**src/rtl/wrp_pkg.sv**
```systemverilog
package wrp_pkg;

   typedef enum logic [1:0] {
      WRP_START = 2'd0,
      WRP_SEND  = 2'd1,
      WRP_ACKQ  = 2'd2,
      WRP_STOP  = 2'd3
   } wrp_op_e;

   typedef enum logic [1:0] {
      ST_IDLE  = 2'd0,
      ST_ISSUE = 2'd1,
      ST_WAIT  = 2'd2,
      ST_GAP   = 2'd3
   } wrp_state_e;

endpackage

```
**src/rtl/wrp_try_counter.sv**
```systemverilog
module wrp_try_counter #(
   parameter int CNT_W = 8
) (
   input  logic             clk,
   input  logic             rst_n,
   input  logic             clr,
   input  logic             inc,
   input  logic [CNT_W-1:0] limit,
   output logic [CNT_W-1:0] count,
   output logic             at_limit
);

   localparam logic [CNT_W-1:0] CNT_MAX = {CNT_W{1'b1}};

   always_ff @(posedge clk) begin
      if (!rst_n) begin
         count <= '0;
      end else if (clr) begin
         count <= '0;
      end else if (inc && count != CNT_MAX) begin
         count <= count + 1'b1;
      end
   end

   // a zero limit compares true after the first probe, so it acts as one
   assign at_limit = (count >= limit);

endmodule

```
**src/rtl/wrp_gap_timer.sv**
```systemverilog
module wrp_gap_timer #(
   parameter int GAP_CYC = 4
) (
   input  logic clk,
   input  logic rst_n,
   input  logic load,
   output logic ready
);

   generate
      if (GAP_CYC > 0) begin : g_timed
         localparam int GW = $clog2(GAP_CYC + 1);
         logic [GW-1:0] cnt;

         always_ff @(posedge clk) begin
            if (!rst_n) begin
               cnt <= '0;
            end else if (load) begin
               cnt <= GW'(GAP_CYC);
            end else if (cnt != '0) begin
               cnt <= cnt - 1'b1;
            end
         end

         assign ready = (cnt == '0);
      end else begin : g_none
         assign ready = 1'b1;
      end
   endgenerate

endmodule

```
**src/rtl/wrp_poller.sv**
```systemverilog
module wrp_poller
   import wrp_pkg::*;
#(
   parameter int CNT_W   = 8,
   parameter int ADDR_W  = 7,
   parameter int GAP_CYC = 4,
   localparam int BYTE_W = ADDR_W + 1
) (
   input  logic              clk,
   input  logic              rst_n,
   input  logic              go,
   input  logic [ADDR_W-1:0] dev_addr,
   input  logic [CNT_W-1:0]  max_tries,
   input  logic              keep_bus,
   output logic              cmd_valid,
   output logic [1:0]        cmd_op,
   output logic [BYTE_W-1:0] cmd_byte,
   input  logic              eng_done,
   input  logic              eng_ack,
   output logic              busy,
   output logic              done,
   output logic              timeout,
   output logic [CNT_W-1:0]  tries
);

   generate
      if (CNT_W < 2 || CNT_W > 16) begin : g_bad_cnt_w
         $error("wrp_poller: CNT_W must lie in 2..16");
      end
      if (ADDR_W < 1) begin : g_bad_addr_w
         $error("wrp_poller: ADDR_W must be positive");
      end
      if (GAP_CYC < 0) begin : g_bad_gap
         $error("wrp_poller: GAP_CYC must not be negative");
      end
   endgenerate

   wrp_state_e        state;
   wrp_op_e           op_q;
   logic [ADDR_W-1:0] addr_q;
   logic [CNT_W-1:0]  lim_q;
   logic              keep_q;
   logic              ok_q;
   logic              exh_q;
   logic              done_q;
   logic              to_q;

   logic              accept;
   logic              probe_inc;
   logic              gap_load;
   logic              gap_ready;
   logic              at_limit;

   assign accept    = (state == ST_IDLE) && go;
   assign probe_inc = (state == ST_ISSUE) && (op_q == WRP_START);
   assign gap_load  = (state == ST_WAIT) && eng_done && (op_q == WRP_STOP)
                      && !ok_q && !exh_q;

   wrp_try_counter #(.CNT_W(CNT_W)) u_tries (
      .clk      (clk),
      .rst_n    (rst_n),
      .clr      (accept),
      .inc      (probe_inc),
      .limit    (lim_q),
      .count    (tries),
      .at_limit (at_limit)
   );

   wrp_gap_timer #(.GAP_CYC(GAP_CYC)) u_gap (
      .clk   (clk),
      .rst_n (rst_n),
      .load  (gap_load),
      .ready (gap_ready)
   );

   always_ff @(posedge clk) begin
      if (!rst_n) begin
         state  <= ST_IDLE;
         op_q   <= WRP_START;
         addr_q <= '0;
         lim_q  <= '0;
         keep_q <= 1'b0;
         ok_q   <= 1'b0;
         exh_q  <= 1'b0;
         done_q <= 1'b0;
         to_q   <= 1'b0;
      end else begin
         done_q <= 1'b0;
         case (state)
            ST_IDLE: begin
               if (go) begin
                  addr_q <= dev_addr;
                  lim_q  <= max_tries;
                  keep_q <= keep_bus;
                  to_q   <= 1'b0;
                  ok_q   <= 1'b0;
                  exh_q  <= 1'b0;
                  op_q   <= WRP_START;
                  state  <= ST_ISSUE;
               end
            end
            ST_ISSUE: state <= ST_WAIT;
            ST_WAIT: begin
               if (eng_done) begin
                  case (op_q)
                     WRP_START: begin
                        op_q  <= WRP_SEND;
                        state <= ST_ISSUE;
                     end
                     WRP_SEND: begin
                        op_q  <= WRP_ACKQ;
                        state <= ST_ISSUE;
                     end
                     WRP_ACKQ: begin
                        ok_q  <= eng_ack;
                        exh_q <= at_limit;
                        if (eng_ack && keep_q) begin
                           done_q <= 1'b1;
                           state  <= ST_IDLE;
                        end else begin
                           op_q  <= WRP_STOP;
                           state <= ST_ISSUE;
                        end
                     end
                     default: begin
                        if (ok_q) begin
                           done_q <= 1'b1;
                           state  <= ST_IDLE;
                        end else if (exh_q) begin
                           to_q  <= 1'b1;
                           state <= ST_IDLE;
                        end else begin
                           op_q  <= WRP_START;
                           state <= ST_GAP;
                        end
                     end
                  endcase
               end
            end
            default: begin
               if (gap_ready) begin
                  state <= ST_ISSUE;
               end
            end
         endcase
      end
   end

   assign cmd_valid = (state == ST_ISSUE);
   assign cmd_op    = op_q;
   assign cmd_byte  = {addr_q, 1'b0};
   assign busy      = (state != ST_IDLE);
   assign done      = done_q;
   assign timeout   = to_q;

endmodule

```
**config.mk**
```make
export PLATFORM = sky130hd
export DESIGN_NAME = wrp_poller
export DESIGN_NICKNAME = d
export VERILOG_FILES = /design/src/rtl/wrp_pkg.sv /design/src/rtl/wrp_try_counter.sv /design/src/rtl/wrp_gap_timer.sv /design/src/rtl/wrp_poller.sv
export SDC_FILE = /design/constraint.sdc
export NUM_CORES = 1
export LEC_CHECK = 0
export CAP_MARGIN = 20
export CORE_AREA = 2 2 71 73
export DETAILED_ROUTE_END_ITERATION = 12
export DIE_AREA = 0 0 73 75
export DONT_BUFFER_PORTS = 1
export PLACE_DENSITY = 0.63
export RECOVER_POWER = 25
export SLEW_MARGIN = 10
export SYNTH_ARGS = -nofsm -noshare
export SYNTH_HDL_FRONTEND = slang
export SYNTH_SLANG_ARGS = --single-unit
```
**constraint.sdc**
```tcl
create_clock -name clk -period 3.21 [get_ports clk]
set_input_delay 0.642 -clock clk [delete_from_list [all_inputs] [get_ports clk]]
set_output_delay 0.642 -clock clk [all_outputs]
set_load 0.02 [all_outputs]
```
## Yosys cells after proc, flatten, opt, wreduce, memory -nomap -nowiden

Cells that the tools add are included.

- Register bits: 35
- Input port bits: 21
- Logic and storage cells: 91

- Add/sub/neg operators: 2
- Magnitude comparators: 1
- Eq/ne operators: 15
- Mux-type cells: 32
- Bitwise operators: 1
- Reductions and logical operators: 28

Operators with widths:

| cell | number |
|---|---|
| 2-bit 2-to-1 mux | 10 |
| 1-bit 2-to-1 mux | 12 |
| 2-bit case mux with 3 select lines | 2 |
| 6-bit AND reduction | 2 |
| 2-bit != test (second input constant) | 5 |
| 5-bit by 3-bit != test with 1-bit output (second input constant) | 2 |
| 8-bit by 1-bit adder with 8-bit output (second input constant) | 1 |
| 8-bit greater-or-equal comparator | 1 |
| 1-bit logical AND | 8 |
| 8-bit != test (second input constant) | 1 |
| 1-bit case mux with 2 select lines | 4 |
| 2-bit case mux with 2 select lines | 2 |
| 2-bit == test (second input constant) | 3 |
| 3-bit 2-to-1 mux | 2 |
| 3-bit AND reduction | 2 |
| 2-bit nonzero test | 3 |
| 2-bit OR reduction | 3 |
| 2-bit by 1-bit == test with 1-bit output (second input constant) | 2 |
| 2-bit zero test | 2 |
| 4-bit AND reduction | 1 |
| 4-bit nonzero test | 1 |
| 3-bit zero test | 1 |
| 3-bit != test (second input constant) | 1 |
| 3-bit nonzero test | 1 |
| other kinds (6) | 7 |

## Logic depth before layout (Yosys ltp)

Gate-level depths: netlist of run 1.

- Depth after elaboration: 6
- Depth in mapped cells: 7
- Gate-level depth less buffers: 7

## Hierarchy

From an unflattened synthesis of run 1, not the netlist that was laid out.

- Cell total of the unflattened synthesis: 232
- Area, all modules: 2,016.9 um2

Modules (own cells, without submodules):

| module | instances | cells each | area an instance (um2) |
|---|---|---|---|
| wrp_poller | 1 | 141 | 1,212.4 |
| wrp_try_counter | 1 | 74 | 638.1 |
| wrp_gap_timer | 1 | 17 | 166.4 |

## Least setup slack after synthesis of run 1

Ideal clock, no wire load.

- Path kind: reg2reg
- From: register state[1]
- To: register u_tries.count[7]
- Library setup time: 0.072 ns
- Data arrival time: 1.620 ns
- Required time: 3.138 ns
- Slack: 1.518 ns
- Stages on the path, launching flop included: 7
- Path buffers: 0
- Period minus slack after synthesis: 1.692 ns
- Path through: dfxtp_1 inv_1 ha_1 and2_4 o21ai_4 or4_1 a21oi_1

- Longest elaborated chain between the ends: 3
- Elaborated cells between the ends (all ways): 6
- Those cells by class: 1 x eq/ne; 5 x reduce/logical

Ends and longest elaborated chain:

| element | line | text |
|---|---|---|
| start: declaration | wrp_poller.sv:38 | `wrp_state_e state;` |
| start signal: assignment | wrp_poller.sv:78 | `state <= ST_IDLE;` |
| start signal: assignment | wrp_poller.sv:99 | `state <= ST_ISSUE;` |
| start signal: assignment | wrp_poller.sv:102 | `ST_ISSUE: state <= ST_WAIT;` |
| 2-bit by 1-bit == test with 1-bit output | n/a |  |
| net cmd_valid | wrp_poller.sv:15 | `output logic cmd_valid,` |
| 1-bit logical AND | wrp_poller.sv:55 | `assign probe_inc = (state == ST_ISSUE) && (op_q == WRP_START);` |
| 1-bit logical AND | wrp_try_counter.sv:20 | `end else if (inc && count != CNT_MAX) begin` |
| end signal: assignment | wrp_try_counter.sv:21 | `count <= count + 1'b1;` |
| end: declaration | wrp_try_counter.sv:9 | `output logic [CNT_W-1:0] count,` |

The timed path passes the listed nets, and every way through them passes these cells.
A chain may end at the register's enable or synchronous reset.

## Final worst setup path of run 1

- From: register state[1]
- To: register op_q[0], in the netlist cmd_op[0]

- Longest elaborated chain between the ends: 3
- Elaborated cells between the ends (all ways): 10
- Those cells by class: 6 x eq/ne; 1 x mux; 3 x reduce/logical

Ends and longest elaborated chain:

| element | line | text |
|---|---|---|
| 2-bit == test / 2-bit zero test (equally long branches) | wrp_poller.sv:89 | `case (state)` |
| 5-bit by 3-bit != test with 1-bit output (no line), or another cell as far along | n/a |  |
| 6-bit AND reduction (no line) | n/a |  |
| end signal: assignment | wrp_poller.sv:98 | `op_q <= WRP_START;` |
| end signal: assignment | wrp_poller.sv:107 | `op_q <= WRP_SEND;` |
| end signal: assignment | wrp_poller.sv:111 | `op_q <= WRP_ACKQ;` |
| end: declaration | wrp_poller.sv:39 | `wrp_op_e op_q;` |

Several ways; a longest one is shown, not always the timed one.

==> impl_metrics.ini, run 1 <==
[run_status]
status = complete, no violations

[clocking]
cts_setup_buffers = 0
clk_latency_ps = 280
cts_resized = 0
clk_path_buf_depth = 2
clk_pin_slew_ps = 70
ctsHoldBuffers = 0
cts-buffers-inserted = 5
htreeDepth = 2
cts_root_buf = clkbuf_8
cts_tree = done
clock_sinks = 35

[floorplan]
die_h_microns = 75
die_area_sq_um = 5480
start_util_pct = 39.5
die_w_microns = 73
rows = 25
io_pins = 43
core_sq_um = 4660

[placement]
place_congestion = 0.744
io_buffers = 0
placed_cells = 275
dp_hpwl_microns = 2790

[global_routing]
antenna_found_initial = 0
grt_first_pass_wirelength_microns = 6310
grt_use_total_pct = 14.7
grt_max_degree = 21
grt_pass1_vias = 1429
grt_overflow = 0

[power_and_ir_drop]
p_per_area_nw_per_um2 = 633
p_seq_share_pct = 44.1
clkPwrFrac_pct = 24.4
p_int_mw = 0.787
netSwitchingPower_mw = 0.450
p_sw_share_pct = 36.4
leakage_nw = 0.753
ir_worst_vdd_v = 0.000360
power.share.combinational_pct = 31.5
p_total_mw = 1.24

[synthesis]
ys_seq_elements = 35
synth.net_count = 269
synthArstFlopShare_pct = 0
synth_largest_area_cell = dfxtp_1
ys_seq_area_share_pct = 38.0
synthMuxAreaShare_pct = 3.33
yosys_warnings = 0
yosys.cell_types.count = 39
yosys.area_share.simple_pct = 21.7
yosysTopAreaCellShare_pct = 38.0
synthAdderAreaFrac_pct = 12.9
synth_xor_area_share_pct = 2.38
ys.flop_type = dfxtp_1
synth_area_leaders = dfxtp_1, ha_1, nand2_1
synth_compound_area_share_pct = 15.3
synth_top_family_by_area = simple AND/OR/NAND/NOR gates
synth-edff-count = 0
yosysMostFrequentCell = nand2_1
syn_area_per_cell_sq_um = 8.05
synthCells = 229
netlist_area_sq_um = 1840
synthTopCellsByCount = nand2_1, dfxtp_1, a21oi_1

[setup_path]
crit_family = simple AND/OR/NAND/NOR gates
cp.buffers_inverters = 1
worstPathCellList = inv_1 > ha_1 > nand2_1 > o2111ai_1 > and3_1 > mux2i_1
crit_cells = 6
worst_path_max_delay_cell = nand2_1
end_kind = flip-flop
worstPathMaxFanout = 19
worstSetupPathType = reg2reg
crit_arrival_ps = 2110
cp-start-kind = flip-flop
required_ps = 3420
r2r_cells = 6
max_stage_delay_ps = 400

[route]
wl_per_cell_microns = 13.3
drt-vias-per-instance = 5.24
drcViolationCount = 0
wirelength_microns = 3770
antenna_left = 0
vias = 1484
drt_iter0_markers = 56
firstDrtPassIters = 4

[timing]
slew-limit-headroom_pct = 57.7
max_freq_ghz = 0.526
final_max_slew_viol_count = 0
period_needed_ps = 1900
finalSetupTns_ps = 0
rsz0062_at_grt = false
fin_crit_sh_pct = 59.2
hold_viol = 0
tightest_slew_ps = 634
fin_skew_ps = 5.45
finalSetupViolCount = 0

[worst_hold_path]
hp-class = reg2reg
hold_path_depth = 2

[finish]
fin_cells = 283
layout.nets = 268
diodes = 0
n_fill_cell = 465
area_growth_pct = 6.11
drive_gt1_share_pct = 4.37

[run]
drv_cap = 0
[registers in the layout, summed over array words and instances, names as in the netlist]
register and count:
lim_q 8, u_tries.count 8, addr_q 7, u_gap.g_timed.cnt 3, cmd_op 2, state 2, done 1, exh_q 1
keep_q 1, ok_q 1, timeout 1
[cells in the final DEF (no fill, tap or decap), types with 5 or more instances in the layout]
cell	instances
nand2_1	43
ha_1	19
inv_1	21
a21oi_1	25
clkbuf_8	5
o21ai_0	8
nor2_1	19
nand3_1	5
mux2i_1	5
dfxtp_1	35
[logic make-up (layout without fill, tap and decap cells)]
group                      Yosys count  count (layout)
muxes                                6               6
buffers and inverters               29              29
DFF                                 35              35
AOI/OAI and AO/OA                   47              47
xor gates and xnor gates             5               5
adders and majority gates           19              19
and+or+nand+nor                     87              87
other                                1               1
[layout make-up]
type,instances,area (sq um),area share [%]
sequential,35,701,35.8
inverter,21,78.8,4.03
clock buffer,7,76.3,3.90
tap,54,67.6,3.45
clock inverter,1,5.00,0.256
multi-input combinational,165,1030,52.5
[metal layers]
layer / GRT usage, % / share of wire [%]
met1: 18.7 / 46
met2: 23.2 / 46
met3: 4.42 / 6.3
met4: 6.17 / 1.7
met5: 0 / 0
[worst register-to-register path, delay by kind of cell, from the launching register on]
family	cells	cell delay, ps
fa+ha+maj	1	260
buf+inv	1	90
flops	1	310
simple gates	2	640
compound gates	1	330
mux	1	200
[per-stage QoR]
stage | setup slack, ps | util [%] | cell area (sq um) | hold WS, ps
finish | 1310 | 42.0 | 1960 | 453
global route | 1060 | 42.0 | 1960 | 468
CTS | 1290 | 42.0 | 1960 | 456
detailed placement | 1320 | 40.2 | 1870 | 447
global placement | 1370 | 40.2 | 1870 | 446
floorplan | 1520 | - | 1840 | 436
[power groups by stage]
stage          clock, mW  combinational, mW  sequential, mW
2_1_floorplan          0              0.332           0.548
3_3_place_gp           0              0.386           0.554
3_5_place_dp           0              0.392           0.556
4_1_cts            0.313              0.394           0.546
5_1_grt            0.332              0.443           0.553
6_report           0.303              0.390           0.545
[path summary, 6_finish.rpt]
| check | from | end | slack, ps |
|---|---|---|---|
| max | state[1] | cmd_op[0] | 1310 |
| min | lim_q[2] | lim_q[2] | 450 |
| max reg2reg | state[1] | cmd_op[0] | 1310 |
| min reg2reg | lim_q[2] | lim_q[2] | 450 |
Note: power is estimated with default switching activity, not from simulation.
==> inputs of run 2 (changes only) <==
Settings changed: ABC_AREA set to 1, CORE_AREA 2 2 71 73 to 2 2 72 74, DIE_AREA 0 0 73 75 to 0 0 74 76, PLACE_DENSITY 0.63 to 0.64.
Clock period 3.21 ns to 1.6 ns, I/O delays scaled along.
==> run 2 against run 1 <==
Total power increased to 2.7 times the previous value. Routed wire length rose by 4.5%. Largest cell class unchanged. Core utilization increased by 2.2 points. Critical path type is now reg2out.
==> impl_metrics.ini, run 2 <==
[timing]
max_freq_ghz = 0.660
period_needed_ps = 1510
fin_crit_sh_pct = 94.7
finalSetupViolCount = 0
finalWorstSetupSlack_ps = 85.4
fin_skew_ps = 1.52
rsz0062_at_grt = true
hold_viol = 0
final_max_slew_viol_count = 0
timing.hold.ws_ps = 161

[placement]
dp_hpwl_microns = 3040
place_congestion = 0.892
io_buffers = 0
pre_cts_ws_ps = 120

[route]
drt-vias-per-instance = 4.74
antenna_left = 0
wirelength_microns = 3940
drcViolationCount = 0
wl_per_cell_microns = 11.2
firstDrtPassIters = 4
vias = 1663
drt_iter0_markers = 55

[synthesis]
netlist_area_sq_um = 1890
synth_largest_area_cell = dfxtp_1
synth_top_family_by_area = simple AND/OR/NAND/NOR gates
yosysTopAreaCellShare_pct = 37.0
synth.net_count = 302
synth_xor_area_share_pct = 1.39
synthTopCellsByCount = nand2_1, nor2_1, dfxtp_1, inv_1, a21oi_1
yosys.area_share.simple_pct = 24.7
synthMuxAreaShare_pct = 0
synth_compound_area_share_pct = 15.4
yosys_warnings = 0
ys_seq_elements = 35
yosys.cell_types.count = 28
syn_area_per_cell_sq_um = 7.23
synthCells = 262
synth_area_leaders = dfxtp_1, ha_1, nand2_1
synth-edff-count = 0
ys_seq_area_share_pct = 37.0
synthAdderAreaFrac_pct = 12.5
ys.flop_type = dfxtp_1
synthArstFlopShare_pct = 0
yosysMostFrequentCell = nand2_1

[global_routing]
antenna_found_initial = 0
grt_pass1_vias = 1542
grt_use_total_pct = 14.9
grt_first_pass_wirelength_microns = 6510
grt_overflow = 0
grt_max_degree = 21

[setup_path]
required_ps = 1280
cp-start-kind = flip-flop
timing.rr.start = cmd_op[1]
end_kind = output port
endpoint = busy
startpoint = state[0]
worstSetupPathType = reg2out
worstPathMaxFanout = 3
ff2ff_setup_slack_ps = 110
worstReg2RegEnd = u_gap.g_timed.cnt[0]
crit_arrival_ps = 1190
r2r_cells = 7

[finish]
drive_gt1_share_pct = 12.5
biggestRegsByFlops = lim_q: 8 flops, u_tries.count: 8 flops, addr_q: 7 flops
layout.nets = 320
final_common_cell = nand2_1
diodes = 0
final_cell_mix = nand2_1, nor2_1, inv_1, dfxtp_1, a21oi_1
area_growth_pct = 14.6

[clocking]
cts-buffers-inserted = 5
htreeDepth = 2
clk_pin_slew_ps = 70
ctsHoldBuffers = 0
cts_resized = 0
cts_root_buf = clkbuf_8
clock_sinks = 35
cts_setup_buffers = 0
cts_tree = done
clk_latency_ps = 280
clk_path_buf_depth = 2

[power_and_ir_drop]
p_sw_share_pct = 40.8
clkPwrFrac_pct = 21.4
p_int_mw = 1.98
netSwitchingPower_mw = 1.36
p_per_area_nw_per_um2 = 1540
ir_worst_vdd_v = 0.000680
power.share.combinational_pct = 41.4
leakage_nw = 0.981
p_total_mw = 3.34
p_seq_share_pct = 37.2

[floorplan]
die_w_microns = 74
start_util_pct = 38.6
io_pins = 43
core_sq_um = 4910
die_area_sq_um = 5620
die_h_microns = 76
rows = 26

[run_status]
status = complete, no violations

[run]
drv_cap = 0

[worst_hold_path]
hold_path_depth = 2
hp-class = in2reg
==> run 2: cell types whose count changed after synthesis, moves of 3 or more <==
cell / previous run / this run
o21a_1: 0 / 4
o21ai_0: 8 / 18
o211ai_1: 4 / 0
nor2_1: 19 / 37
nand2_2: 0 / 4
inv_1: 21 / 35
mux2i_1: 5 / 0
inv_2: 0 / 3
nand2_1: 43 / 48
nand3_1: 5 / 11
==> run 2: worst min-delay path by stage <==
stage / end / slack [ps] / startpoint
after floorplan: lim_q[1] / 430 / lim_q[1]
after global placement: u_gap.g_timed.cnt[0] / 440 / u_gap.g_timed.cnt[0]
after detailed placement: u_gap.g_timed.cnt[0] / 450 / u_gap.g_timed.cnt[0]
after CTS: addr_q[0] / 150 / rst_n
after global routing: lim_q[3] / 170 / rst_n
final: addr_q[0] / 160 / rst_n
==> run 2: area by class of cell <==
type                            instances  area, sq um
Inverter                               38          143
Tap cell                               70         87.6
Timing Repair Buffer                   16          109
Clock buffer                            8          100
Sequential cell                        35          702
Fill cell                             509         2740
Multi-Input combinational cell        184         1030
==> run 2: power by group through the flow <==
stage	Combinational [mW]	Sequential, mW	Clock, mW
2_1_floorplan	1.03	1.28	0
5_1_grt	1.60	1.27	0.779
4_1_cts	1.40	1.24	0.734
3_3_place_gp	1.37	1.26	0
6_report	1.38	1.24	0.714
3_5_place_dp	1.39	1.26	0
==> run 2: cells by family (layout without fill, tap and decap cells) <==
kind of cell,after synthesis,count (layout)
compound gates,53,53
xor+xnor,3,3
fa+ha+maj,19,19
buf+inv,43,62
flops,35,35
other cells,1,1
simple gates,108,108
==> run 2: through the flow <==
stage,instance area [sq um],TNS (ps),utilization [%],instances
5_1_grt,2170,-46.0,44.2,351
3_5_place_dp,2080,0,42.3,343
3_3_place_gp,2080,0,42.3,343
4_1_cts,2180,0,44.3,351
2_1_floorplan,1890,0,-,262
6_report,2170,0,44.2,351
==> run 2: critical path, cell delays in order, from the launching register on <==
cell and delay, ps:
dfxtp_1 340, inv_1 70, ha_1 240, inv_1 110, buf_4 150
==> run 2: metal layers <==
layer	vias to the layer above	track usage [%]	wire length [microns]
met2	48	23.1	1850
met5	-	0	0
met3	8	4.50	220
met1	732	18.0	1770
met4	0	8.00	102
li1	875	-	-
==> inputs of run 3 (changes only) <==
==> constraint.sdc (replaced) <==
create_clock -name clk -period 1.6 [get_ports clk]
set_input_delay 0.16 -clock clk [delete_from_list [all_inputs] [get_ports clk]]
set_output_delay 0.16 -clock clk [all_outputs]
set_load 0.02 [all_outputs]
==> run 3 against run 2 <==
Highest routed layer unchanged. Via count decreased by 0.84%. Sequential cell count unchanged. Total power increased by 3.8%. Clock power increased by 18%. Die area unchanged. Clock-buffer cell count decreased by 2. Setup slack improved by 85 ps. Non-clock buffer count increased by 1.
==> impl_metrics.ini, run 3 (same netlist as run 2, synthesis figures left out) <==
[floorplan]
rows = 26
die_w_microns = 74
die_h_microns = 76
io_pins = 43
die_area_sq_um = 5620
core_sq_um = 4910
start_util_pct = 38.6

[timing]
final_max_slew_viol_count = 0
period_needed_ps = 1430
finalWorstSetupSlack_ps = 171
hold_viol = 0
fin_crit_sh_pct = 89.3
fin_skew_ps = 7.32
rsz0062_at_grt = false
max_freq_ghz = 0.700
finalSetupViolCount = 0
finalSetupTns_ps = 0

[route]
drt_iter0_markers = 47
antenna_left = 0
wl_per_cell_microns = 11.2
drt-vias-per-instance = 4.68
firstDrtPassIters = 4
wirelength_microns = 3940
drcViolationCount = 0
vias = 1649

[run]
drv_cap = 0

[global_routing]
grt_overflow = 0
grt_use_total_pct = 15.4
antenna_found_initial = 0
grt_first_pass_wirelength_microns = 6710
grt_pass1_vias = 1494
grt_max_degree = 19

[clocking]
cts_root_buf = clkbuf_8
clock_sinks = 35
clk_pin_slew_ps = 80
cts-buffers-inserted = 5
htreeDepth = 2
clk_latency_ps = 290
clk_path_buf_depth = 2
cts_tree = done

[run_status]
status = complete, no violations

[finish]
drive_gt1_share_pct = 13.5
final_common_cell = nand2_1
biggestRegsByFlops = lim_q: 8 flops, u_tries.count: 8 flops, addr_q: 7 flops
area_growth_pct = 16.4
diodes = 0
fin_cells = 352
layout.nets = 321
final_cell_mix = nand2_1, nor2_1, inv_1, dfxtp_1, a21oi_1

[placement]
placed_cells = 343
place_congestion = 0.851
dp_hpwl_microns = 2980
pre_cts_ws_ps = 103
io_buffers = 0

[setup_path]
timing.rr.start = state[0]
worstPathMaxFanout = 7
required_ps = 1820
crit_arrival_ps = 1650
end_kind = flip-flop
worstSetupPathType = reg2reg
startpoint = state[0]
cp-start-kind = flip-flop

[power_and_ir_drop]
p_per_area_nw_per_um2 = 1570
p_total_mw = 3.47
ir_worst_vdd_v = 0.000908
leakage_nw = 1.00

[worst_hold_path]
hp-class = in2reg
worstHoldStart = rst_n
run 3: cell count changes in the layout (fill, tap and decap cells not counted), sizes merged:
cell and change:
bufinv +1, clkinv +1, dlygate4sd3 +1, clkbuf -4
buf +2
run 3: timing repair:
| action | CTS | global route |
|---|---|---|
| setup endpoints to repair | 0 | 7 |
| buffers inserted | 0 | 0 |
| gates resized for setup | 0 | 2 |
| hold endpoints to repair | 12 | 0 |
| hold buffers | 1 | 0 |
run 3: stage by stage:
step / utilization, % / cell area [sq um] / hold slack, ps
after floorplan: - / 1890 / 303
after global placement: 42.3 / 2080 / 298
after detailed placement: 42.3 / 2080 / 301
after CTS: 44.9 / 2210 / 0.480
after global routing: 44.9 / 2210 / 1.43
final: 44.9 / 2210 / 8.86
run 3: routing by layer:
layer / wire, microns / GRT usage [%]
met3: 220 / 5.03
met1: 1760 / 18.4
met2: 1860 / 24.6
met4: 97 / 7.27
met5: 0 / 0
run 3: report_power, final:
part           switching [mW]  internal [mW]  total, mW
Combinational           0.862          0.516       1.38
Sequential              0.167           1.07       1.24
Clock                   0.341          0.505      0.846
run 3: worst paths after layout:
path | to | slack (ps) | cells after the start
worst max-delay path | ok_q | 170 | 9
worst min-delay path | lim_q[5] | 9 | 2
worst max register to register | ok_q | 170 | 9
worst min register to register | u_gap.g_timed.cnt[0] | 460 | 2
run 3: layout make-up:
type | count | area, sq um
fillers | 499 | 2710
well taps | 70 | 87.6
clock buffers | 6 | 82.6
flip-flops and latches | 35 | 702
repair buffers | 17 | 126
inverters | 38 | 143
clock inverters | 2 | 35.0
multi-input cells | 184 | 1030
run 3: worst max-delay path, cell delays in order (launching register included):
cell and delay, ps:
dfxtp_1 330, inv_1 80, ha_2 240, inv_2 120
o22ai_2 90, inv_2 110, nand2_2 70, nor2_1 130
nand2_1 60, a21oi_1 130
